<file path="config.mk">
export PLATFORM = sky130hd
export DESIGN_NAME = dte_top
export DESIGN_NICKNAME = d
export VERILOG_FILES = /design/src/rtl/dte_pkg.sv /design/src/rtl/dte_irq.sv /design/src/rtl/dte_engine.sv /design/src/rtl/dte_top.sv
export SDC_FILE = /design/constraint.sdc
export NUM_CORES = 1
export LEC_CHECK = 0
export CORE_ASPECT_RATIO = 1.25
export CORE_MARGIN = 1
export CORE_UTILIZATION = 61
export DETAILED_ROUTE_END_ITERATION = 10
export PLACE_DENSITY = 0.86
export SLEW_MARGIN = 25
export SYNTH_ARGS = -nofsm -noshare
export SYNTH_HDL_FRONTEND = slang
export SYNTH_SLANG_ARGS = --single-unit
</file>
<file path="constraint.sdc">
create_clock -name clk -period 3.75 [get_ports clk]
set_input_delay 0.75 -clock clk [delete_from_list [all_inputs] [get_ports clk]]
set_output_delay 0.75 -clock clk [all_outputs]
set_load 0.005 [all_outputs]
</file>
<file path="src/rtl/dte_pkg.sv">
package dte_pkg;
  // engine status bit positions
  localparam int ST_READY = 0;
  localparam int ST_VALID = 1;
  localparam int ST_DONE  = 2;
  localparam int ST_ERR   = 3;

  // per-engine interrupt field bit positions
  localparam int EV_DESC    = 0;  // descriptor loaded (advisory)
  localparam int EV_LAST    = 1;  // chain finished
  localparam int EV_BADPTR  = 2;  // descriptor or next address misaligned
  localparam int EV_BADDATA = 3;  // data array address misaligned
  localparam int EV_BADRECT = 4;  // inverted rectangle

  localparam int DESC_WORDS = 5;

  typedef enum logic [2:0] {
    E_IDLE, E_DREQ, E_DRSP, E_CHECK, E_WREQ, E_WRSP, E_NEXT
  } eng_state_t;
endpackage

</file>
<file path="src/rtl/dte_irq.sv">
module dte_irq #(
  parameter int IRQ_W = 16
) (
  input  logic             clk,
  input  logic             rst,
  input  logic [IRQ_W-1:0] ev,
  input  logic             stat_we,
  input  logic             en_set_we,
  input  logic             en_clr_we,
  input  logic [IRQ_W-1:0] wdata,
  output logic [IRQ_W-1:0] stat,
  output logic [IRQ_W-1:0] en,
  output logic             irq
);
  logic [IRQ_W-1:0] clr_mask;

  assign clr_mask = stat_we ? wdata : '0;

  always_ff @(posedge clk) begin
    if (rst) begin
      stat <= '0;
      en   <= '0;
      irq  <= 1'b0;
    end else begin
      stat <= (stat & ~clr_mask) | ev;
      if (en_set_we) en <= en | wdata;
      else if (en_clr_we) en <= en & ~wdata;
      irq <= |(stat & en);
    end
  end

  // the line only rises on a masked status seen the cycle before
  p_irq_reg_r10: assert property (@(posedge clk) disable iff (rst)
    irq |-> $past(|(stat & en)));
  // cleared bits are gone unless an event re-raised them
  p_w1c_r9: assert property (@(posedge clk) disable iff (rst)
    stat_we |=> ((stat & $past(wdata & ~ev)) == '0));
  // an event always lands, even against a clear
  p_set_wins_r9: assert property (@(posedge clk) disable iff (rst)
    (|ev) |=> ((stat & $past(ev)) == $past(ev)));
  // set writes reach the enable register
  p_en_set_r10: assert property (@(posedge clk) disable iff (rst)
    en_set_we |=> ((en & $past(wdata)) == $past(wdata)));
endmodule

</file>
<file path="src/rtl/dte_engine.sv">
module dte_engine
  import dte_pkg::*;
#(
  parameter int COORD_W = 8,
  parameter int LUT_W   = 4
) (
  input  logic               clk,
  input  logic               rst,
  input  logic               ptr_we,
  input  logic [31:0]        ptr_wdata,
  output logic [31:0]        ptr_rd,
  output logic [3:0]         status,
  output logic [7:0]         ev,
  output logic               mem_req_valid,
  output logic [31:0]        mem_req_addr,
  input  logic               mem_req_ready,
  input  logic               mem_rsp_valid,
  input  logic [31:0]        mem_rsp_data,
  output logic               tbl_we,
  output logic [COORD_W-1:0] tbl_x,
  output logic [COORD_W-1:0] tbl_y,
  output logic [LUT_W-1:0]   tbl_lut,
  output logic [31:0]        tbl_data
);
  localparam int WIDX_W = $clog2(DESC_WORDS);

  eng_state_t         state_q;
  logic [WIDX_W-1:0]  widx_q;
  logic [31:0]        addr_q, dptr_q, next_q, ptr_q;
  logic [COORD_W-1:0] x0_q, y0_q, x1_q, y1_q, cx_q, cy_q;
  logic               start_q, req_q, pend_q;
  logic [LUT_W-1:0]   lut_q;
  logic               valid_q, done_q, err_q;
  logic               abort;

  assign abort         = ptr_we && (ptr_wdata == '0);
  assign mem_req_valid = req_q;
  assign mem_req_addr  = addr_q;
  assign ptr_rd        = ptr_q;
  assign status        = {err_q, done_q, valid_q, (state_q == E_IDLE) && !pend_q};

  always_ff @(posedge clk) begin
    if (rst) begin
      state_q  <= E_IDLE;
      widx_q   <= '0;
      addr_q   <= '0;
      dptr_q   <= '0;
      next_q   <= '0;
      ptr_q    <= '0;
      x0_q     <= '0;
      y0_q     <= '0;
      x1_q     <= '0;
      y1_q     <= '0;
      cx_q     <= '0;
      cy_q     <= '0;
      start_q  <= 1'b0;
      lut_q    <= '0;
      req_q    <= 1'b0;
      pend_q   <= 1'b0;
      valid_q  <= 1'b0;
      done_q   <= 1'b0;
      err_q    <= 1'b0;
      ev       <= '0;
      tbl_we   <= 1'b0;
      tbl_x    <= '0;
      tbl_y    <= '0;
      tbl_lut  <= '0;
      tbl_data <= '0;
    end else begin
      tbl_we <= 1'b0;
      ev     <= '0;
      pend_q <= (pend_q && !mem_rsp_valid) || (req_q && mem_req_ready);
      if (abort) begin
        state_q <= E_IDLE;
        req_q   <= 1'b0;
        ptr_q   <= '0;
        valid_q <= 1'b0;
        done_q  <= 1'b0;
        err_q   <= 1'b0;
      end else begin
        unique case (state_q)
          E_IDLE: begin
            if (ptr_we && !pend_q) begin
              ptr_q   <= ptr_wdata;
              valid_q <= 1'b0;
              done_q  <= 1'b0;
              if (ptr_wdata[3:0] != 4'd0) begin
                err_q         <= 1'b1;
                ev[EV_BADPTR] <= 1'b1;
              end else begin
                err_q   <= 1'b0;
                addr_q  <= ptr_wdata;
                widx_q  <= '0;
                req_q   <= 1'b1;
                state_q <= E_DREQ;
              end
            end
          end
          E_DREQ, E_WREQ: begin
            if (mem_req_ready) begin
              req_q   <= 1'b0;
              state_q <= (state_q == E_DREQ) ? E_DRSP : E_WRSP;
            end
          end
          E_DRSP: begin
            if (mem_rsp_valid) begin
              case (widx_q)
                WIDX_W'(0): begin
                  x0_q <= mem_rsp_data[COORD_W-1:0];
                  y0_q <= mem_rsp_data[16 +: COORD_W];
                end
                WIDX_W'(1): begin
                  x1_q <= mem_rsp_data[COORD_W-1:0];
                  y1_q <= mem_rsp_data[16 +: COORD_W];
                end
                WIDX_W'(2): begin
                  start_q <= mem_rsp_data[0];
                  lut_q   <= mem_rsp_data[8 +: LUT_W];
                end
                WIDX_W'(3): dptr_q <= mem_rsp_data;
                default:    next_q <= mem_rsp_data;
              endcase
              if (widx_q == WIDX_W'(DESC_WORDS - 1)) begin
                state_q <= E_CHECK;
              end else begin
                widx_q  <= widx_q + 1'b1;
                addr_q  <= addr_q + 32'd4;
                req_q   <= 1'b1;
                state_q <= E_DREQ;
              end
            end
          end
          E_CHECK: begin
            ev[EV_DESC] <= 1'b1;
            if (!start_q) begin
              state_q <= E_NEXT;
            end else if (dptr_q[3:0] != 4'd0) begin
              err_q          <= 1'b1;
              ev[EV_BADDATA] <= 1'b1;
              state_q        <= E_IDLE;
            end else if ((x1_q < x0_q) || (y1_q < y0_q)) begin
              err_q          <= 1'b1;
              ev[EV_BADRECT] <= 1'b1;
              state_q        <= E_IDLE;
            end else begin
              cx_q    <= x0_q;
              cy_q    <= y0_q;
              addr_q  <= dptr_q;
              req_q   <= 1'b1;
              state_q <= E_WREQ;
            end
          end
          E_WRSP: begin
            if (mem_rsp_valid) begin
              tbl_we   <= 1'b1;
              tbl_x    <= cx_q;
              tbl_y    <= cy_q;
              tbl_lut  <= lut_q;
              tbl_data <= mem_rsp_data;
              addr_q   <= addr_q + 32'd4;
              if ((cx_q == x1_q) && (cy_q == y1_q)) begin
                state_q <= E_NEXT;
              end else begin
                if (cx_q == x1_q) begin
                  cx_q <= x0_q;
                  cy_q <= cy_q + 1'b1;
                end else begin
                  cx_q <= cx_q + 1'b1;
                end
                req_q   <= 1'b1;
                state_q <= E_WREQ;
              end
            end
          end
          E_NEXT: begin
            if (next_q == '0) begin
              valid_q     <= 1'b1;
              done_q      <= 1'b1;
              ev[EV_LAST] <= 1'b1;
              state_q     <= E_IDLE;
            end else if (next_q[3:0] != 4'd0) begin
              err_q         <= 1'b1;
              ev[EV_BADPTR] <= 1'b1;
              state_q       <= E_IDLE;
            end else begin
              addr_q  <= next_q;
              widx_q  <= '0;
              req_q   <= 1'b1;
              state_q <= E_DREQ;
            end
          end
          default: state_q <= E_IDLE;
        endcase
      end
    end
  end

  // a stalled request keeps its address until accepted
  p_req_hold_r11: assert property (@(posedge clk) disable iff (rst)
    (mem_req_valid && !mem_req_ready && !abort) |=> (mem_req_valid && $stable(mem_req_addr)));
  // no new request while a read is outstanding
  p_single_out_r11: assert property (@(posedge clk) disable iff (rst)
    pend_q |-> !mem_req_valid);
  // reads are always word aligned
  p_aligned_req_r2: assert property (@(posedge clk) disable iff (rst)
    mem_req_valid |-> (mem_req_addr[1:0] == 2'b00));
  // every table write is fed by a returned data word
  p_write_after_rsp_r3: assert property (@(posedge clk) disable iff (rst)
    tbl_we |-> $past(mem_rsp_valid));
  // an abort silences both ports on the next cycle
  p_abort_quiet_r7: assert property (@(posedge clk) disable iff (rst)
    abort |=> (!tbl_we && !mem_req_valid));
  // an error result never reports completion
  p_err_done_excl_r6: assert property (@(posedge clk) disable iff (rst)
    !(status[ST_ERR] && status[ST_DONE]));
endmodule

</file>
<file path="src/rtl/dte_top.sv">
module dte_top #(
  parameter int NUM_ENG = 2,
  parameter int COORD_W = 8,
  parameter int LUT_W   = 4,
  parameter int ADDR_W  = 5
) (
  input  logic                       clk,
  input  logic                       rst,
  input  logic                       reg_we,
  input  logic [ADDR_W-1:0]          reg_addr,
  input  logic [31:0]                reg_wdata,
  output logic [31:0]                reg_rdata,
  output logic                       irq,
  output logic [NUM_ENG-1:0]         mem_req_valid,
  output logic [32*NUM_ENG-1:0]      mem_req_addr,
  input  logic [NUM_ENG-1:0]         mem_req_ready,
  input  logic [NUM_ENG-1:0]         mem_rsp_valid,
  input  logic [32*NUM_ENG-1:0]      mem_rsp_data,
  output logic [NUM_ENG-1:0]         tbl_we,
  output logic [COORD_W*NUM_ENG-1:0] tbl_x,
  output logic [COORD_W*NUM_ENG-1:0] tbl_y,
  output logic [LUT_W*NUM_ENG-1:0]   tbl_lut,
  output logic [32*NUM_ENG-1:0]      tbl_data
);
  localparam int IRQ_W    = 8 * NUM_ENG;
  localparam int A_STAT   = 0;
  localparam int A_ENSET  = 1;
  localparam int A_ENCLR  = 2;
  localparam int ENG_BASE = 8;

  logic [IRQ_W-1:0] ev_all, irq_stat, irq_en;
  logic [31:0]      ptr_v  [NUM_ENG];
  logic [3:0]       stat_v [NUM_ENG];
  logic [31:0]      rd_mux;

  for (genvar n = 0; n < NUM_ENG; n++) begin : g_eng
    logic ptr_we_n;
    assign ptr_we_n = reg_we && (reg_addr == ADDR_W'(ENG_BASE + 2 * n));
    dte_engine #(.COORD_W(COORD_W), .LUT_W(LUT_W)) u_eng (
      .clk          (clk),
      .rst          (rst),
      .ptr_we       (ptr_we_n),
      .ptr_wdata    (reg_wdata),
      .ptr_rd       (ptr_v[n]),
      .status       (stat_v[n]),
      .ev           (ev_all[8*n +: 8]),
      .mem_req_valid(mem_req_valid[n]),
      .mem_req_addr (mem_req_addr[32*n +: 32]),
      .mem_req_ready(mem_req_ready[n]),
      .mem_rsp_valid(mem_rsp_valid[n]),
      .mem_rsp_data (mem_rsp_data[32*n +: 32]),
      .tbl_we       (tbl_we[n]),
      .tbl_x        (tbl_x[COORD_W*n +: COORD_W]),
      .tbl_y        (tbl_y[COORD_W*n +: COORD_W]),
      .tbl_lut      (tbl_lut[LUT_W*n +: LUT_W]),
      .tbl_data     (tbl_data[32*n +: 32])
    );
  end

  dte_irq #(.IRQ_W(IRQ_W)) u_irq (
    .clk      (clk),
    .rst      (rst),
    .ev       (ev_all),
    .stat_we  (reg_we && (reg_addr == ADDR_W'(A_STAT))),
    .en_set_we(reg_we && (reg_addr == ADDR_W'(A_ENSET))),
    .en_clr_we(reg_we && (reg_addr == ADDR_W'(A_ENCLR))),
    .wdata    (reg_wdata[IRQ_W-1:0]),
    .stat     (irq_stat),
    .en       (irq_en),
    .irq      (irq)
  );

  always_comb begin
    rd_mux = '0;
    if (reg_addr == ADDR_W'(A_STAT)) rd_mux = 32'(irq_stat);
    if ((reg_addr == ADDR_W'(A_ENSET)) || (reg_addr == ADDR_W'(A_ENCLR))) rd_mux = 32'(irq_en);
    for (int n = 0; n < NUM_ENG; n++) begin
      if (reg_addr == ADDR_W'(ENG_BASE + 2 * n))     rd_mux = ptr_v[n];
      if (reg_addr == ADDR_W'(ENG_BASE + 2 * n + 1)) rd_mux = 32'(stat_v[n]);
    end
  end

  always_ff @(posedge clk) begin
    if (rst) reg_rdata <= '0;
    else     reg_rdata <= rd_mux;
  end

  // no engine requests memory in the cycle after reset
  p_reset_quiet_r1: assert property (@(posedge clk)
    $fell(rst) |-> (mem_req_valid == '0));
endmodule

</file>
* Word-level counts from Yosys, hierarchy flattened *
Index checks and enable logic that the tools add are counted.

storage, ports and cells
  word-level logic and storage cells = 414
  output and inout bits = 205
  bits of input ports = 108
  register bits = 569

operators by class
  $lt $le $gt $ge = 4
  $add $sub $neg = 8
  reductions and logical operators = 98
  bitwise gates (word level) = 19
  equality and inequality tests = 62
  muxes and demuxes = 162

operators with widths
  kind                   number
  $mux 32                23
  $pmux 32 s5            2
  $mux 8                 24
  $logic_not 32->1       3
  $mux 3                 28
  $add 32x3->32 const B  2
  $mux 16                4
  $pmux 8 s2             4
  $mux 1                 60
  $and 16x16->16         3
  $ne 2x2->1 const B     22
  $reduce_and 4->1       10
  $pmux 3 s6             2
  $add 8x1->8 const B    4
  $eq 8x8->1             4
  $lt 8x8->1             4
  $not 16->16            2
  $or 16x16->16          2
  $reduce_and 8->1       4
  $reduce_and 13->1      2
  $eq 3x2->1 const B     8
  $eq 3x3->1 const B     8
  $reduce_and 12->1      2
  $eq 5x4->1 const B     4
  33 further kinds       122

* Depth between registers and ports, before layout *
  depth in word-level cells = 7
  gate-level depth with buffers = 11
  depth with buffers taken out = 9

* By module *
Synthesis repeated with hierarchy kept, for this count alone.

second synthesis, totals
  cell total of the unflattened synthesis = 3504
  area, all modules = 27363.7 um^2

by module, submodules not included
  module                       area each (um^2)  times used  cells an instance  sequential area each (um^2)
  dte_engine (g_eng[0].u_eng)  12366.9           1           1558               4984.8
  dte_engine (g_eng[1].u_eng)  12004.0           1           1567               4984.8
  dte_top                      1752.9            1           230                640.6
  dte_irq                      1239.9            1           149                660.6

* Least setup slack after synthesis *
No wires, ideal clock.

  path kind = input port to flip-flop
  from = input reg_wdata[14]
  to = register g_eng[0].u_eng.addr_q[28]
  data arrival time = 2.514 ns
  library setup time = 0.145 ns
  buffers on the path = 4
  stages on the path = 10
  path slack = 1.091 ns
  data required time = 3.605 ns
  cells stage by stage = clkbuf_1 > nor4_1 > nand4_1 > or3_1 > buf_6 > and4_1 > buf_6 > buf_6 > a21oi_2 > a211oi_2

on the way
  longest elaborated chain between the ends = 4

RTL lines
  element                             RTL line           RTL
  from (decl)                         dte_top.sv:11      input logic [31:0] reg_wdata,
  $logic_not 32->1                    dte_engine.sv:36   assign abort = ptr_we && (ptr_wdata == '0);
  $logic_and 1x1->1                   dte_engine.sv:36
  $not 1->1 (no source line)          n/a
  $reduce_and 12->1 (no source line)  n/a
  to (signal assigned)                dte_engine.sv:92   addr_q <= ptr_wdata;
  to (signal assigned)                dte_engine.sv:127  addr_q <= addr_q + 32'd4;
  to (signal assigned)                dte_engine.sv:148  addr_q <= dptr_q;
  to (decl)                           dte_engine.sv:29   logic [31:0] addr_q, dptr_q, next_q, ptr_q;

No other way between the ends.
A chain may end at the register's enable or synchronous reset.

* Worst setup path after layout *
  from = input reg_wdata[16]
  to = register g_eng[0].u_eng.y1_q[3]

on the way
  longest elaborated chain between the ends = 4

RTL lines
  element                            RTL line           RTL
  $logic_not 32->1                   dte_engine.sv:36
  $logic_and 1x1->1                  dte_engine.sv:36
  $not 1->1 (no source line)         n/a
  $reduce_and 4->1 (no source line)  n/a
  to (signal assigned)               dte_engine.sv:114  y1_q <= mem_rsp_data[16 +: COORD_W];
  to (decl)                          dte_engine.sv:30   logic [COORD_W-1:0] x0_q, y0_q, x1_q, y1_q, cx_q, cy_q;

No other way between the ends.

==> impl_metrics.yaml <==
power_and_ir_drop:
  irDropWorstVdd_uv: 406
  cellLeakagePower_nw: 10.9
  p_per_area_mw_per_mm2: 381
logic_synthesis:
  synthCells: 3263
  synth-seq-cells: 563
  synth_seq_area_share: 0.423
  synthAdderAreaFrac: 0.0207
  yosysWarnings: 0
  synth_edf_count: 0
  synth_xor_area_frac: 0.0158
  synth_area_leaders: "dfxtp_1 42%, nand2_1 8.4%, mux2i_1 7.7%, a21oi_1 7.4%, nor2_1 4.9%"
  synth_nets: 3415
  synth_compound_area_frac: 0.183
  synth_top_area_share: 0.423
  synthSimpleGateAreaFrac: 0.214
  synth_cell_type_count: 93
  synth_ff_type: "dfxtp_1"
  synthMuxAreaShare: 0.0918
  avgSynthCellArea_um2: 8.16
  post-synth-top-area-cell: "dfxtp_1"
  netlist_area_mm2: 0.0266
  synth_top_family_by_area: "simple AND/OR/NAND/NOR gates"
  synthArstFlopShare: 0
worst_setup_path:
  cp.arrival_ps: 3620
  crit_path_end_kind: "flop"
  critPathMaxFanout: 16
  cp_num_buf_inv: 2
  worstSetupStartpointType: "primary input"
  crit_slowest_cell: "nor4_1"
  crit_required_ps: 4220
  worstPathCellList: "clkdlybuf4s50_1 > nor4_1 > nand4_1 > or3_1 > buf_4 > and4_4 > and2_1 > nand2_1 > a21oi_1"
  critPathTopFamily: "simple AND/OR/NAND/NOR gates"
  path_class: "in -> reg"
  critPathMaxStageDelay_ps: 660
cts:
  post_cts_resized: 0
  cts_hold_buf: 0
  cts_made_buffers: 54
  clk_latency_ps: 630
  clock_sinks: 563
  clkSlewWorstSetupHoldPaths_ps: 70
  root_buffer: "clkbuf_16"
  post_cts_buffers: 0
  htreeDepth: 2
  cts_tree: "done"
  clockBufferDepth: 3
run_status:
  status: "completed"
finish:
  drive_gt1_frac: 0.0944
  utilization: 0.752
  syn_to_final_growth_pct: 21.6
  final_common_cell: "nand2_1"
  fill_cells: 3158
  nets: 3656
  final_cell_mix: "593 x nand2_1, 562 x dfxtp_1, 392 x a21oi_1, 345 x nor2_1, 311 x clkdlybuf4s50_1"
timing:
  period_minus_slack_ps: 3150
  slew_viol_final: 0
  fin_crit_sh: 0.840
  finClkSkew_ps: 21.1
  worst_pin_slew_ps: 931
  rsz0062_at_grt: "false"
  fin_tns_setup_ps: 0
  setup_viol: 0
  slew_headroom: 0.375
  hold_ws_ps: 451
  fmax_mhz: 317
  hold_viol_final: 0
global_route:
  grt_pass1_vias: 25189
  antenna_found_initial: 4
  grt_max_degree: 173
  grt_pass1_wl_mm: 142
  grt-ovfl-total: 0
  grt_usage: 0.404
job:
  drv_cap: 0
routing:
  antenna_left: 0
  drc: 0
  wl_per_cell_um: 22.6
  vias_per_cell: 6.43
  routed_wl_mm: 93.1
  drtPass1Iterations: 7
  drt-initial-drc-count: 3124
  num_vias: 26476
placed_design:
  numPortBuffers: 312
  dp.final_hpwl_mm: 65.0
  place_congestion: 0.992
floorplan:
  coreArea_mm2: 0.0431
  start_util: 0.618
  rows: 85
  die_area_mm2: 0.0445
  fp.dieH_um: 236
  die_w_um: 189
  io_pins: 313
worst_hold_path:
  min_path_type: "reg -> reg"
-- final cells by class --
cell class / count / area, µm² / area share
multi-input combinational: 2399 / 14100 / 0.434
sequential: 563 / 11300 / 0.348
timing repair buffer: 426 / 4270 / 0.132
clock buffer: 71 / 1530 / 0.0471
tap: 565 / 707 / 0.0218
clock inverter: 28 / 324 / 0.0100
inverter: 60 / 225 / 0.00695
antenna: 5 / 12.5 / 0.000386
-- tightest hold or removal path, delay by kind of cell (launching register included) --
family	cells	cell delay (ps)
and+or+nand+nor	1	50
DFF	1	310
AOI/OAI and AO/OA	1	50
-- cells in the mapped netlist (all sizes together), types with 26 or more instances --
library cell and number:
xnor2 33, o21ai 130, nand3 58, nand2 596, nand4 32, nor3 51
a211oi 31, inv 59, nor4 38, nor2 349, mux2i 205, o22ai 26
clkbuf 144, a21oi 398, dfxtp 563, ha 44, mux2 31, buf 97
a22oi 57
-- report_power, final --
part           leakage (nW)  total, mW  internal, mW  switching (mW)
Sequential             4.53       5.99          5.99         0.00678
Combinational          5.45      0.589         0.199           0.390
Clock                 0.915       5.76          3.28            2.47
-- worst paths after layout --
kind,from,endpoint,slack (ps),cells past startpoint
max reg2reg,g_eng[0].u_eng.state_q[2]$_SDFFE_PP0P_,g_eng[0].u_eng.mem_req_addr[29]$_SDFFE_PP0P_,650,7
max,reg_wdata[16],g_eng[0].u_eng.y1_q[3]$_SDFFE_PP0P_,600,9
min,g_eng[1].u_eng.ptr_rd[21]$_SDFFE_PP0P_,g_eng[1].u_eng.ptr_rd[21]$_SDFFE_PP0P_,450,2
min reg2reg,g_eng[1].u_eng.ptr_rd[21]$_SDFFE_PP0P_,g_eng[1].u_eng.ptr_rd[21]$_SDFFE_PP0P_,450,2
-- flip-flops by register name (all words and copies together), names as in the netlist, 10 cells and up, named ones only --
name	count
g_eng.u_eng.cy_q	16
reg_rdata	32
g_eng.u_eng.mem_req_addr	64
g_eng.u_eng.x1_q	16
g_eng.u_eng.tbl_y	16
g_eng.u_eng.tbl_data	64
g_eng.u_eng.y1_q	16
g_eng.u_eng.next_q	64
g_eng.u_eng.y0_q	16
g_eng.u_eng.cx_q	16
g_eng.u_eng.dptr_q	64
g_eng.u_eng.ptr_rd	64
g_eng.u_eng.x0_q	16
g_eng.u_eng.ev	10
u_irq.stat	16
g_eng.u_eng.tbl_x	16
-- cell families after synthesis --
family                     Yosys count
adders and majority gates           44
AOI/OAI and AO/OA                  790
and+or+nand+nor                   1279
DFF                                563
xor gates and xnor gates            48
buffers and inverters              301
muxes                              238
-- through the flow --
stage	cells	cell area, µm²	power (mW)	setup WS, ps
detailed placement	4011	30500	6.69	32.9
finish	4117	32400	12.3	600
CTS	4110	32300	12.3	677
global route	4115	32400	12.6	431
global placement	4011	30500	6.68	49.7
floorplan	3263	26600	6.33	1090
-- per-layer routing --
metal / up-vias / track usage / share of wire
li1: 11879 / - / -
met1: 12698 / 0.504 / 0.38
met2: 1568 / 0.656 / 0.47
met3: 329 / 0.0771 / 0.097
met4: 2 / 0.223 / 0.055
met5: - / 0 / 0.00013
Note: power is estimated with default switching activity, not from simulation.
